==> src/rtl/div_pkg.sv <==
package div_pkg;

  typedef enum logic [1:0] {
    ST_IDLE = 2'd0,
    ST_RUN  = 2'd1,
    ST_FIX  = 2'd2
  } div_state_e;

endpackage

==> src/rtl/div_operand_prep.sv <==
module div_operand_prep #(
  parameter int WIDTH = 32
) (
  input  logic             is_signed,
  input  logic [WIDTH-1:0] dividend,
  input  logic [WIDTH-1:0] divisor,
  output logic [WIDTH-1:0] mag_a,
  output logic [WIDTH-1:0] mag_b,
  output logic             neg_quo,
  output logic             neg_rem,
  output logic             zero_div
);

  logic sgn_a;
  logic sgn_b;

  always_comb begin
    sgn_a    = is_signed & dividend[WIDTH-1];
    sgn_b    = is_signed & divisor[WIDTH-1];
    mag_a    = sgn_a ? (~dividend + 1'b1) : dividend;
    mag_b    = sgn_b ? (~divisor + 1'b1) : divisor;
    neg_quo  = sgn_a ^ sgn_b;
    neg_rem  = sgn_a;
    zero_div = (divisor == '0);
  end

endmodule

==> src/rtl/div_restore_core.sv <==
module div_restore_core #(
  parameter int WIDTH = 32
) (
  input  logic             clk,
  input  logic             rst_n,
  input  logic             load,
  input  logic             step,
  input  logic [WIDTH-1:0] mag_a,
  input  logic [WIDTH-1:0] mag_b,
  output logic [WIDTH-1:0] quo,
  output logic [WIDTH-1:0] rem
);

  localparam int DW = 2 * WIDTH;

  logic [WIDTH-1:0] rem_q, rem_d;
  logic [DW-1:0]    dvs_q, dvs_d;
  logic [WIDTH-1:0] quo_q, quo_d;
  logic             fits;

  assign fits = ({{WIDTH{1'b0}}, rem_q} >= dvs_q);

  always_comb begin
    rem_d = rem_q;
    dvs_d = dvs_q;
    quo_d = quo_q;
    if (load) begin
      rem_d = mag_a;
      dvs_d = {mag_b, {WIDTH{1'b0}}};
      quo_d = '0;
    end else if (step) begin
      if (fits) begin
        rem_d = rem_q - dvs_q[WIDTH-1:0];
      end
      quo_d = {quo_q[WIDTH-2:0], fits};
      dvs_d = dvs_q >> 1;
    end
  end

  always_ff @(posedge clk or negedge rst_n) begin
    if (!rst_n) begin
      rem_q <= '0;
      dvs_q <= '0;
      quo_q <= '0;
    end else if (load || step) begin
      rem_q <= rem_d;
      dvs_q <= dvs_d;
      quo_q <= quo_d;
    end
  end

  assign quo = quo_q;
  assign rem = rem_q;

endmodule

==> src/rtl/div_sign_fix.sv <==
module div_sign_fix #(
  parameter int WIDTH = 32
) (
  input  logic [WIDTH-1:0] quo_mag,
  input  logic [WIDTH-1:0] rem_mag,
  input  logic             neg_quo,
  input  logic             neg_rem,
  input  logic             zero_div,
  output logic [WIDTH-1:0] quo_out,
  output logic [WIDTH-1:0] rem_out
);

  always_comb begin
    if (zero_div) begin
      quo_out = '1;
    end else if (neg_quo) begin
      quo_out = ~quo_mag + 1'b1;
    end else begin
      quo_out = quo_mag;
    end
    rem_out = neg_rem ? (~rem_mag + 1'b1) : rem_mag;
  end

endmodule

==> src/rtl/seq_divider.sv <==
module seq_divider
  import div_pkg::*;
#(
  parameter int WIDTH = 32
) (
  input  logic             clk,
  input  logic             rst_n,
  input  logic             start,
  input  logic             is_signed,
  input  logic [WIDTH-1:0] dividend,
  input  logic [WIDTH-1:0] divisor,
  output logic             busy,
  output logic             done,
  output logic [WIDTH-1:0] quotient,
  output logic [WIDTH-1:0] remainder,
  output logic             div_by_zero
);

  localparam int CW = $clog2(WIDTH + 1);
  localparam logic [CW-1:0] LAST_STEP = CW'(WIDTH);

  div_state_e       state_q, state_d;
  logic [CW-1:0]    cnt_q, cnt_d;
  logic             negq_q, negr_q, zdiv_q;
  logic             negq_d, negr_d, zdiv_d;
  logic [WIDTH-1:0] res_q_q, res_r_q;
  logic             dz_q, done_q;

  logic             accept, run_en, fix_en;
  logic [WIDTH-1:0] mag_a, mag_b;
  logic             p_negq, p_negr, p_zero;
  logic [WIDTH-1:0] core_quo, core_rem;
  logic [WIDTH-1:0] fix_quo, fix_rem;

  assign accept = start && (state_q == ST_IDLE);
  assign run_en = (state_q == ST_RUN);
  assign fix_en = (state_q == ST_FIX);

  div_operand_prep #(.WIDTH(WIDTH)) u_prep (
    .is_signed (is_signed),
    .dividend  (dividend),
    .divisor   (divisor),
    .mag_a     (mag_a),
    .mag_b     (mag_b),
    .neg_quo   (p_negq),
    .neg_rem   (p_negr),
    .zero_div  (p_zero)
  );

  div_restore_core #(.WIDTH(WIDTH)) u_core (
    .clk   (clk),
    .rst_n (rst_n),
    .load  (accept),
    .step  (run_en),
    .mag_a (mag_a),
    .mag_b (mag_b),
    .quo   (core_quo),
    .rem   (core_rem)
  );

  div_sign_fix #(.WIDTH(WIDTH)) u_fix (
    .quo_mag  (core_quo),
    .rem_mag  (core_rem),
    .neg_quo  (negq_q),
    .neg_rem  (negr_q),
    .zero_div (zdiv_q),
    .quo_out  (fix_quo),
    .rem_out  (fix_rem)
  );

  // next-state logic
  always_comb begin
    state_d = state_q;
    cnt_d   = cnt_q;
    negq_d  = negq_q;
    negr_d  = negr_q;
    zdiv_d  = zdiv_q;
    unique case (state_q)
      ST_IDLE: begin
        if (start) begin
          negq_d  = p_negq;
          negr_d  = p_negr;
          zdiv_d  = p_zero;
          cnt_d   = '0;
          state_d = p_zero ? ST_FIX : ST_RUN;
        end
      end
      ST_RUN: begin
        cnt_d = cnt_q + 1'b1;
        if (cnt_q == LAST_STEP) begin
          state_d = ST_FIX;
        end
      end
      ST_FIX: begin
        state_d = ST_IDLE;
      end
      default: state_d = ST_IDLE;
    endcase
  end

  // control registers
  always_ff @(posedge clk or negedge rst_n) begin
    if (!rst_n) begin
      state_q <= ST_IDLE;
      cnt_q   <= '0;
      negq_q  <= 1'b0;
      negr_q  <= 1'b0;
      zdiv_q  <= 1'b0;
      done_q  <= 1'b0;
    end else begin
      state_q <= state_d;
      cnt_q   <= cnt_d;
      negq_q  <= negq_d;
      negr_q  <= negr_d;
      zdiv_q  <= zdiv_d;
      done_q  <= fix_en;
    end
  end

  // result registers, enabled only in the fix state
  always_ff @(posedge clk or negedge rst_n) begin
    if (!rst_n) begin
      res_q_q <= '0;
      res_r_q <= '0;
      dz_q    <= 1'b0;
    end else if (fix_en) begin
      res_q_q <= fix_quo;
      res_r_q <= fix_rem;
      dz_q    <= zdiv_q;
    end
  end

  assign busy        = (state_q != ST_IDLE);
  assign done        = done_q;
  assign quotient    = res_q_q;
  assign remainder   = res_r_q;
  assign div_by_zero = dz_q;

endmodule

==> config.mk <==
export PLATFORM = sky130hd
export DESIGN_NAME = seq_divider
export DESIGN_NICKNAME = d
export VERILOG_FILES = /design/src/rtl/div_pkg.sv /design/src/rtl/div_operand_prep.sv /design/src/rtl/div_restore_core.sv /design/src/rtl/div_sign_fix.sv /design/src/rtl/seq_divider.sv
export SDC_FILE = /design/constraint.sdc
export NUM_CORES = 1
export LEC_CHECK = 0
export ABC_AREA = 1
export ABC_CLOCK_PERIOD_IN_PS = 2700
export BUFFER_PORTS_ARGS = -buffer_cell sky130_fd_sc_hd__buf_2
export CAP_MARGIN = 20
export CELL_PAD_IN_SITES_DETAIL_PLACEMENT = 0
export CELL_PAD_IN_SITES_GLOBAL_PLACEMENT = 1
export CORE_MARGIN = 1
export CORE_UTILIZATION = 36
export CTS_BUF_LIST = sky130_fd_sc_hd__clkbuf_16
export CTS_CLUSTER_DIAMETER = 30
export DETAILED_ROUTE_END_ITERATION = 7
export PLACE_DENSITY_LB_ADDON = 0.1
export SYNTH_ARGS = -nofsm -noshare
export SYNTH_HDL_FRONTEND = slang
export SYNTH_SLANG_ARGS = --single-unit
==> constraint.sdc <==
create_clock -name clk -period 2.7 [get_ports clk]
set_input_delay 0.54 -clock clk [delete_from_list [all_inputs] [get_ports clk]]
set_output_delay 0.54 -clock clk [all_outputs]
set_load 0.01 [all_outputs]
==> results of run 1 <==
[power groups by stage]
stage	Sequential [mW]	Combinational [mW]	Clock (mW)
floorplan	5.23	8.29	0
global placement	5.16	12.5	0
detailed placement	5.19	12.5	0
CTS	5.16	12.5	6.09
global route	5.33	14.3	6.26
finish	5.16	12.6	5.96
[flip-flops by register name, summed over array words and instances (netlist names)]
signal        count
cnt_q             6
div_by_zero       1
done              1
negq_q            1
negr_q            1
quotient         32
remainder        32
state_q           2
u_core.dvs_q     64
u_core.quo       32
u_core.rem       32
zdiv_q            1
[kinds of logic (layout without fill, tap and decap cells)]
family	after synthesis	after routing	synth area share
and+or+nand+nor	1142	1142	0.3381
buffers and inverters	404	597	0.1091
AOI/OAI and AO/OA	318	318	0.1251
DFF	205	205	0.3571
xor gates and xnor gates	58	58	0.03536
adders and majority gates	39	39	0.03449
muxes	1	1	0.0006968
[synthesized netlist by cell type, types with 22 or more instances]
library cell / instances
a21oi_1: 57
clkbuf_1: 41
dfrtp_1: 205
ha_1: 38
inv_1: 318
nand2_1: 640
nand3_1: 190
nand4_1: 29
nor2_1: 201
nor3_1: 22
o21ai_0: 141
o22ai_1: 70
xor2_1: 50
[area by class of cell]
cell class              instances  area, um^2
clock inverters                44       414.1
multi-input cells            1558        7672
well taps                     518       648.1
fillers                      4066       21570
inverters                     333        1250
flip-flops and latches        205        5130
clock buffers                  52        1301
repair buffers                168        1025
[routing by layer]
metal	routed length [um]	part of all wire	up-vias	track usage
met4	752	0.016	0	0.05438
met2	19150	0.41	354	0.3304
met3	2225	0.047	55	0.02834
met1	24800	0.53	6707	0.3681
li1	-	-	7295	-
met5	0	0	-	0
[cell usage in the layout (no fill, tap or decap), drive strengths merged, types with 2 or more instances in the layout]
master	n
a21o	2
a21oi	59
a31oi	18
and2	6
buf	166
bufinv	6
clkbuf	53
clkinv	25
clkinvlp	6
dfrtp	205
ha	38
inv	340
nand2	647
nand3	194
nand3b	11
nand4	29
nor2	213
nor3	25
nor3b	2
nor4	5
o21a	2
o21ai	148
o21bai	3
o221ai	2
o22a	2
o22ai	70
o31ai	5
o32ai	2
or2	9
xnor2	8
xor2	50
[worst max-delay path, cell delays in order (launching register included)]
cell	delay, ns
dfrtp_1	0.37
inv_1	0.09
ha_1	0.15
inv_1	0.07
fa_1	0.43
nand3_2	0.09
nand3_2	0.09
nand2_1	0.07
nand2_1	0.07
nand2_1	0.09
nand2_2	0.08
o21ai_2	0.13
nand2_2	0.08
nand2_4	0.09
nand2_4	0.22
nand2_1	0.18
nand2_1	0.06
[stage by stage]
stage,power [mW],hold slack (ns)
6_report,23.71,0.3075
5_1_grt,25.90,0.3285
3_3_place_gp,17.63,0.4585
4_1_cts,23.77,0.2913
2_1_floorplan,13.52,0.2444
3_5_place_dp,17.65,0.4609
[repair_timing]
action	4_1_cts	5_1_grt
hold buffers	1	0
endpoints found under the hold margin	51	0
gates resized for setup	0	0
[how the worst max path moves through the flow]
stage                        from        endpoint  slack, ns  cells past startpoint
floorplan           u_core.rem[0]  u_core.rem[30]       0.53                     17
global placement       divisor[0]      state_q[0]       0.30                      8
detailed placement  u_core.rem[0]  u_core.rem[24]       0.24                     16
CTS                 u_core.rem[0]  u_core.rem[24]       0.22                     16
global route        u_core.rem[0]  u_core.rem[24]       0.05                     16
finish              u_core.rem[0]  u_core.rem[24]       0.20                     16
==> out/results.ini, run 1 <==
[status]
status=completed

[sta]
max_slew_margin=0.3549
hold_viol=0
max_freq_mhz=400.1
final_max_slew_viol_count=0
fin_skew_ns=0.01270
min_period_ns=2.500
tightest_slew_ns=0.9676
rsz0062_at_grt=no
setup_viol=0
fin_setup_tns_ns=0
setup_slack_ns=0.2004
fin_crit_sh=0.9258

[yosys]
syn_area_um2=14370
syn_inst=2167
ys_ff_latch=205
ys.flop_type=dfrtp_1
ys_seq_area_frac=0.3571
yosysWarnings=0
ys_types=55
yosysTopAreaCellShare=0.3571
synth_area_leader_cell=dfrtp_1
synth.area.top_cells=dfrtp_1 36%, nand2_1 17%, inv_1 8.3%
synth_edf_count=0
async_reset_ff_frac=1.000
synth_fp_nets=2274
syn_avg_cell_area_um2=6.629

[grt]
overflow=0
first_global_vias=13800
grt_use_total=0.2328
antenna_found_initial=0
grt_start_max_net_pins=108
grt_pass1_wl_um=75390

[route]
wl_um=46930
dr.pass1.iters=5
route.detailed.drc=0
drt-initial-drc-count=889
vias_per_cell=5.007
avgRoutedWirePerCell_um=16.31
dr_total_vias=14411
ant_nets=0

[worst_setup_path]
rrSetupSlack_ns=0.20
reg2regPathDepth=16
r2r-end=u_core.rem[24]
cp-start-kind=register
crit_required_ns=3.14
arrival_ns=2.94
critPathMaxFanout=32
path_class=register to register
reg2reg_from=u_core.rem[0]
critPathCaptureType=register

[clock_tree]
cts_tree=done
htreeDepth=2
cts_setup_buffers=0
numCtsBuffers=51
cts.sinks=205
clock_latency_ns=0.56
clock-root-buffer=clkbuf_16
clockBufferDepth=3
clkTransAtPathRegs_ns=0.05

[floorplanning]
fp-row-count=72
coreArea_um2=39010
die_area_um2=40710
fp.dieH_um=201.8
die_x_um=201.8
io_pins=135
start_util=0.3683

[pwr]
irDropWorstVdd_mv=0.7713
p_sw_mw=11.19
clock_power_share=0.251
switching_share=0.4718
power_frac_comb=0.531
cellLeakagePower_nw=9.120
p_int_mw=12.52
p_seq_frac=0.218
p_per_area_nw_per_um2=1359

[min_path]
min_to=u_core.dvs_q[63]
worstHoldStart=divisor[31]
hold_path.class=primary input to register
holdPathStages=3

[final_layout]
instances_no_fill=2878
utilization=0.4471
final_cell_area_um2=17440
area_delta_synth_final_pct=21.41
n_antenna_cell=0
nNetsFinal=2424
drive_above_1_share=0.1267

[flow_run]
drv_cap=0

[placement]
io_buffers=134
dp.final_hpwl_um=35540
post-place-ws_ns=0.2409
routabilityCongestion=0.8929
place_area_um2=15720
placed_cells=2781

No activity file was read; power rests on OpenSTA's default activity.
==> inputs of run 2 (changes only) <==
--- a/config.mk
+++ b/config.mk
@@ -12,9 +12,8 @@
 export CELL_PAD_IN_SITES_DETAIL_PLACEMENT = 0
 export CELL_PAD_IN_SITES_GLOBAL_PLACEMENT = 1
 export CORE_MARGIN = 1
-export CORE_UTILIZATION = 36
+export CORE_UTILIZATION = 43
 export CTS_BUF_LIST = sky130_fd_sc_hd__clkbuf_16
-export CTS_CLUSTER_DIAMETER = 30
 export DETAILED_ROUTE_END_ITERATION = 7
 export PLACE_DENSITY_LB_ADDON = 0.1
 export SYNTH_ARGS = -nofsm -noshare
==> run 2 against run 1 <==
- global-route usage up 3.3 points
- critical path depth unchanged
- wire length down 6.0%
- clock power down 48%
- register-to-register slack about the same
- sequential share of layout area up 1.9 points
- worst setup slack worse by 0.0064 ns
- clock skew up 0.0091 ns
- first-iteration DRC count up 20%
- highest routed layer unchanged
==> out/results.ini, run 2 (synthesis results as in run 1) <==
[status]
status=completed

[floorplanning]
die_x_um=184.8
fp.dieH_um=184.8
fp-row-count=66
die_area_um2=34140
io_pins=135
coreArea_um2=32700
start_util=0.4393

[route]
dr_total_vias=14180
drt-initial-drc-count=1068
dr.pass1.iters=6
ant_nets=0
wl_um=44120
vias_per_cell=5.158
route.detailed.drc=0
avgRoutedWirePerCell_um=16.05

[worst_setup_path]
path_class=register to register
critPathMaxFanout=16
reg2regPathDepth=16
arrival_ns=2.92
r2r-end=u_core.rem[6]
worstSetupEndpoint=u_core.rem[6]
crit_required_ns=3.12
cp-start-kind=register
startpoint=u_core.rem[0]
rrSetupSlack_ns=0.19
critPathCaptureType=register
reg2reg_from=u_core.rem[0]

[clock_tree]
numCtsBuffers=24
cts.sinks=205
clock_latency_ns=0.54
cts_setup_buffers=0
clockBufferDepth=3
clock-root-buffer=clkbuf_16
cts_tree=done
htreeDepth=1
clkTransAtPathRegs_ns=0.06

[sta]
setup_viol=0
max_freq_mhz=399.1
fin_crit_sh=0.9281
min_period_ns=2.506
final_max_slew_viol_count=0
hold_viol=0
tightest_slew_ns=0.9712
rsz0062_at_grt=no
timing.hold.ws_ns=0.3346
max_slew_margin=0.3525
fin_skew_ns=0.02181
fin_setup_tns_ns=0

[pwr]
power_frac_comb=0.600
p_per_area_nw_per_um2=1259
clock_power_share=0.150
switching_share=0.5031
p_int_mw=10.25
p_sw_mw=10.37
p_seq_frac=0.250
cellLeakagePower_nw=8.658
irDropWorstVdd_mv=0.7186

[final_layout]
final_cell_area_um2=16380
final_cell_mix=640 x nand2_1, 322 x inv_1, 205 x dfrtp_1, 201 x nor2_1, 190 x nand3_1
nNetsFinal=2401
largest_reg_flops=64
final_common_cell=nand2_1
regMostFlops=u_core.dvs_q
n_antenna_cell=0
drive_above_1_share=0.1114
area_delta_synth_final_pct=14.02

[placement]
dp.final_hpwl_um=33420
place_area_um2=15620
routabilityCongestion=0.8945
io_buffers=134

[grt]
grt_use_total=0.2655
antenna_found_initial=0
first_global_vias=13669
grt_pass1_wl_um=71850
grt_start_max_net_pins=108
overflow=0

[min_path]
worstHoldStart=divisor[31]
hold_path.class=primary input to register

[flow_run]
drv_cap=0

[run 2: per-stage QoR]
step | instances | worst slack [ns] | utilization | power [mW]
4_1_cts | 2748 | 0.1487 | 0.5003 | 20.59
5_1_grt | 2749 | 0.01144 | 0.5009 | 22.67
6_report | 2749 | 0.1941 | 0.5009 | 20.62
2_1_floorplan | 2167 | 0.5340 | - | 13.52
3_5_place_dp | 2708 | 0.1694 | 0.4776 | 17.39
3_3_place_gp | 2708 | 0.2496 | 0.4776 | 17.34
[run 2: cell type report]
class / count / area [um^2]
Fill cell: 3418 / 16320
Multi-Input combinational cell: 1559 / 7692
Sequential cell: 205 / 5130
Inverter: 333 / 1250
Timing Repair Buffer: 171 / 1022
Clock buffer: 24 / 600.6
Tap cell: 442 / 553.0
Clock inverter: 15 / 131.4
[run 2: metal layers]
metal  share of wire  track usage  up-vias
li1                -            -     7215
met1            0.51       0.4074     6531
met2            0.41       0.3926      393
met3           0.063      0.03323       41
met4           0.017      0.06017        0
met5               0            0        -
[run 2: critical path, stage by stage, from the launching register on]
cell     delay (ns)
dfrtp_1        0.38
inv_1          0.10
ha_1           0.15
inv_1          0.07
fa_1           0.43
nand3_2        0.09
nand3_2        0.10
nand2_1        0.07
nand2_1        0.08
nand2_1        0.08
nand2_2        0.07
o21ai_2        0.13
nand2_2        0.08
nand2_4        0.18
nand2_4        0.18
nand2_1        0.13
nand2_1        0.05
[run 2: power by group through the flow]
stage                     combinational [mW]  sequential (mW)  clock [mW]
after floorplan                         8.29             5.23           0
after global placement                  12.2             5.14           0
after detailed placement                12.2             5.19           0
after CTS                               12.3             5.14        3.18
after global routing                    14.1             5.30        3.29
final                                   12.4             5.14        3.10
[run 2: how the worst min path moves through the flow]
stage                             endpoint  cells past startpoint
after global placement       remainder[19]                      2
final                     u_core.dvs_q[63]                      3
after floorplan                   cnt_q[0]                      0
after detailed placement     remainder[27]                      2
after global routing                negq_q                      2
after CTS                 u_core.dvs_q[60]                      5
[run 2: timing repair]
| item | 4_1_cts | 5_1_grt |
|---|---|---|
| resized for setup | 0 | 1 |
| setup endpoints to repair | 0 | 32 |
| hold buffers | 1 | 0 |
| endpoints found under the hold margin | 38 | 0 |
==> inputs of run 3 (changes only) <==
--- a/config.mk
+++ b/config.mk
@@ -16,6 +16,7 @@
 export CTS_BUF_LIST = sky130_fd_sc_hd__clkbuf_16
 export DETAILED_ROUTE_END_ITERATION = 7
 export PLACE_DENSITY_LB_ADDON = 0.1
+export REMOVE_ABC_BUFFERS = 1
 export SYNTH_ARGS = -nofsm -noshare
 export SYNTH_HDL_FRONTEND = slang
 export SYNTH_SLANG_ARGS = --single-unit
==> run 3 against run 2 <==
- the run now ends with negative hold slack left
- utilization grew 0.23 points
- largest power group unchanged
- maximum frequency grew 3.6%
- die area is the same
- sequential share of layout area is 0.14 points lower
- highest routed layer unchanged
- worst setup slack improved by 0.087 ns
==> out/results.ini, run 3 (synthesis results as in run 1) <==
[route]
dr.pass1.iters=7
ant_nets=0
drt-initial-drc-count=891
route.detailed.drc=0
dr_total_vias=14220
wl_um=42970
avgRoutedWirePerCell_um=15.62
vias_per_cell=5.169

[placement]
dp.final_hpwl_um=32750
routabilityCongestion=0.9167
io_buffers=134

[sta]
max_freq_mhz=413.5
fin_setup_tns_ns=0
final_max_slew_viol_count=0
fin_crit_sh=0.8958
setup_viol=0
min_period_ns=2.419
tightest_slew_ns=0.5699
fin_skew_ns=0.01642
hold_viol=2
max_slew_margin=0.6177
rsz0062_at_grt=no
timing.hold.ws_ns=-0.001897

[clock_tree]
htreeDepth=1
numCtsBuffers=26
clock_latency_ns=0.54
cts_setup_buffers=0
clkTransAtPathRegs_ns=0.06
clockBufferDepth=3
cts.sinks=205
cts_tree=done
clock-root-buffer=clkbuf_16

[worst_setup_path]
rrSetupSlack_ns=0.28
reg2reg_from=u_core.rem[0]
reg2regPathDepth=16
critPathCaptureType=register
cp-start-kind=register
arrival_ns=2.84
critPathMaxFanout=32
r2r-end=u_core.rem[20]
path_class=register to register
crit_required_ns=3.12

[final_layout]
drive_above_1_share=0.1122
utilization=0.5032
regMostFlops=u_core.dvs_q
largest_reg_flops=64
nNetsFinal=2399
fillers=3507
final_common_cell=nand2_1
area_delta_synth_final_pct=14.55
final_cell_mix=640 x nand2_1, 321 x inv_1, 205 x dfrtp_1, 201 x nor2_1, 190 x nand3_1
n_antenna_cell=0

[floorplanning]
die_x_um=184.8
start_util=0.4393
coreArea_um2=32700
fp.dieH_um=184.8
io_pins=135
fp-row-count=66
die_area_um2=34140

[grt]
grt_start_max_net_pins=89
first_global_vias=13213
grt_pass1_wl_um=70000
overflow=0
antenna_found_initial=0
grt_use_total=0.2576

[pwr]
p_per_area_nw_per_um2=1251
switching_share=0.4956
p_seq_frac=0.249
power_frac_comb=0.590
p_sw_mw=10.20
irDropWorstVdd_mv=0.6437
cellLeakagePower_nw=8.671
clock_power_share=0.161
p_int_mw=10.38

[flow_run]
drv_cap=0

[status]
violations=negative hold slack
status=complete, but fails checks

[min_path]
hold_path.class=primary input to asynchronous set/reset pin

-- run 3: repair_timing --
item / 4_1_cts / 5_1_grt
setup endpoints to repair: 0 / 32
hold buffers: 0 / 0
resized for setup: 0 / 4
-- run 3: worst max-delay path: stages (launching register included) --
cell and delay [ns]:
dfrtp_1 0.38, inv_2 0.09, ha_1 0.14, inv_1 0.06
fa_1 0.43, nand3_2 0.09, nand3_2 0.10, nand2_1 0.08
nand2_1 0.07, nand2_1 0.08, nand2_2 0.09, o21ai_2 0.13
nand2_2 0.08, nand2_4 0.11, nand2_8 0.17, nand2_1 0.13
nand2_1 0.06
-- run 3: final cells by class --
class	instances	area, um^2	share of cell area
clock buffer	26	650.6	0.03954
clock inverter	19	160.2	0.009733
inverter	333	1250	0.07596
multi-input combinational	1558	7681	0.4668
sequential	205	5130	0.3118
tap	442	553.0	0.03361
timing repair buffer	168	1030	0.06258
-- run 3: power groups by stage --
stage	Sequential (mW)	Clock [mW]	Combinational (mW)
2_1_floorplan	5.29	0	8.01
3_5_place_dp	5.16	0	12.1
3_3_place_gp	5.13	0	12.0
6_report	5.13	3.30	12.1
5_1_grt	5.27	3.51	13.8
4_1_cts	5.12	3.40	12.1
-- run 3: per-stage QoR --
| stage | hold slack (ns) | setup slack, ns | power [mW] | cells | area, um^2 |
|---|---|---|---|---|---|
| 5_1_grt | 0.02371 | 0.06291 | 22.63 | 2751 | 16450 |
| 4_1_cts | 0.007768 | 0.1676 | 20.63 | 2751 | 16440 |
| 6_report | -0.001897 | 0.2814 | 20.58 | 2751 | 16450 |
| 3_5_place_dp | 0.4607 | 0.1658 | 17.23 | 2706 | 15630 |
| 2_1_floorplan | 0.2444 | -0.6250 | 13.30 | 2096 | 14050 |
| 3_3_place_gp | 0.4598 | 0.2283 | 17.15 | 2706 | 15630 |
-- run 3: worst max path at each step --
| stage | cells past startpoint | startpoint | end | slack [ns] |
|---|---|---|---|---|
| after CTS | 16 | u_core.rem[0] | u_core.rem[5] | 0.17 |
| after global routing | 16 | u_core.rem[0] | u_core.rem[29] | 0.06 |
| after floorplan | 6 | state_q[1] | state_q[1] | -0.62 |
| after detailed placement | 16 | u_core.rem[0] | u_core.rem[5] | 0.17 |
| after global placement | 16 | u_core.rem[0] | u_core.rem[22] | 0.23 |
| final | 16 | u_core.rem[0] | u_core.rem[20] | 0.28 |
-- run 3: metal layers --
metal,vias to the layer above,wire (um),track usage
li1,7215,-,-
met1,6588,21150,0.3808
met2,368,19160,0.4105
met3,49,1931,0.02104
met4,0,734,0.04992
met5,-,0,0
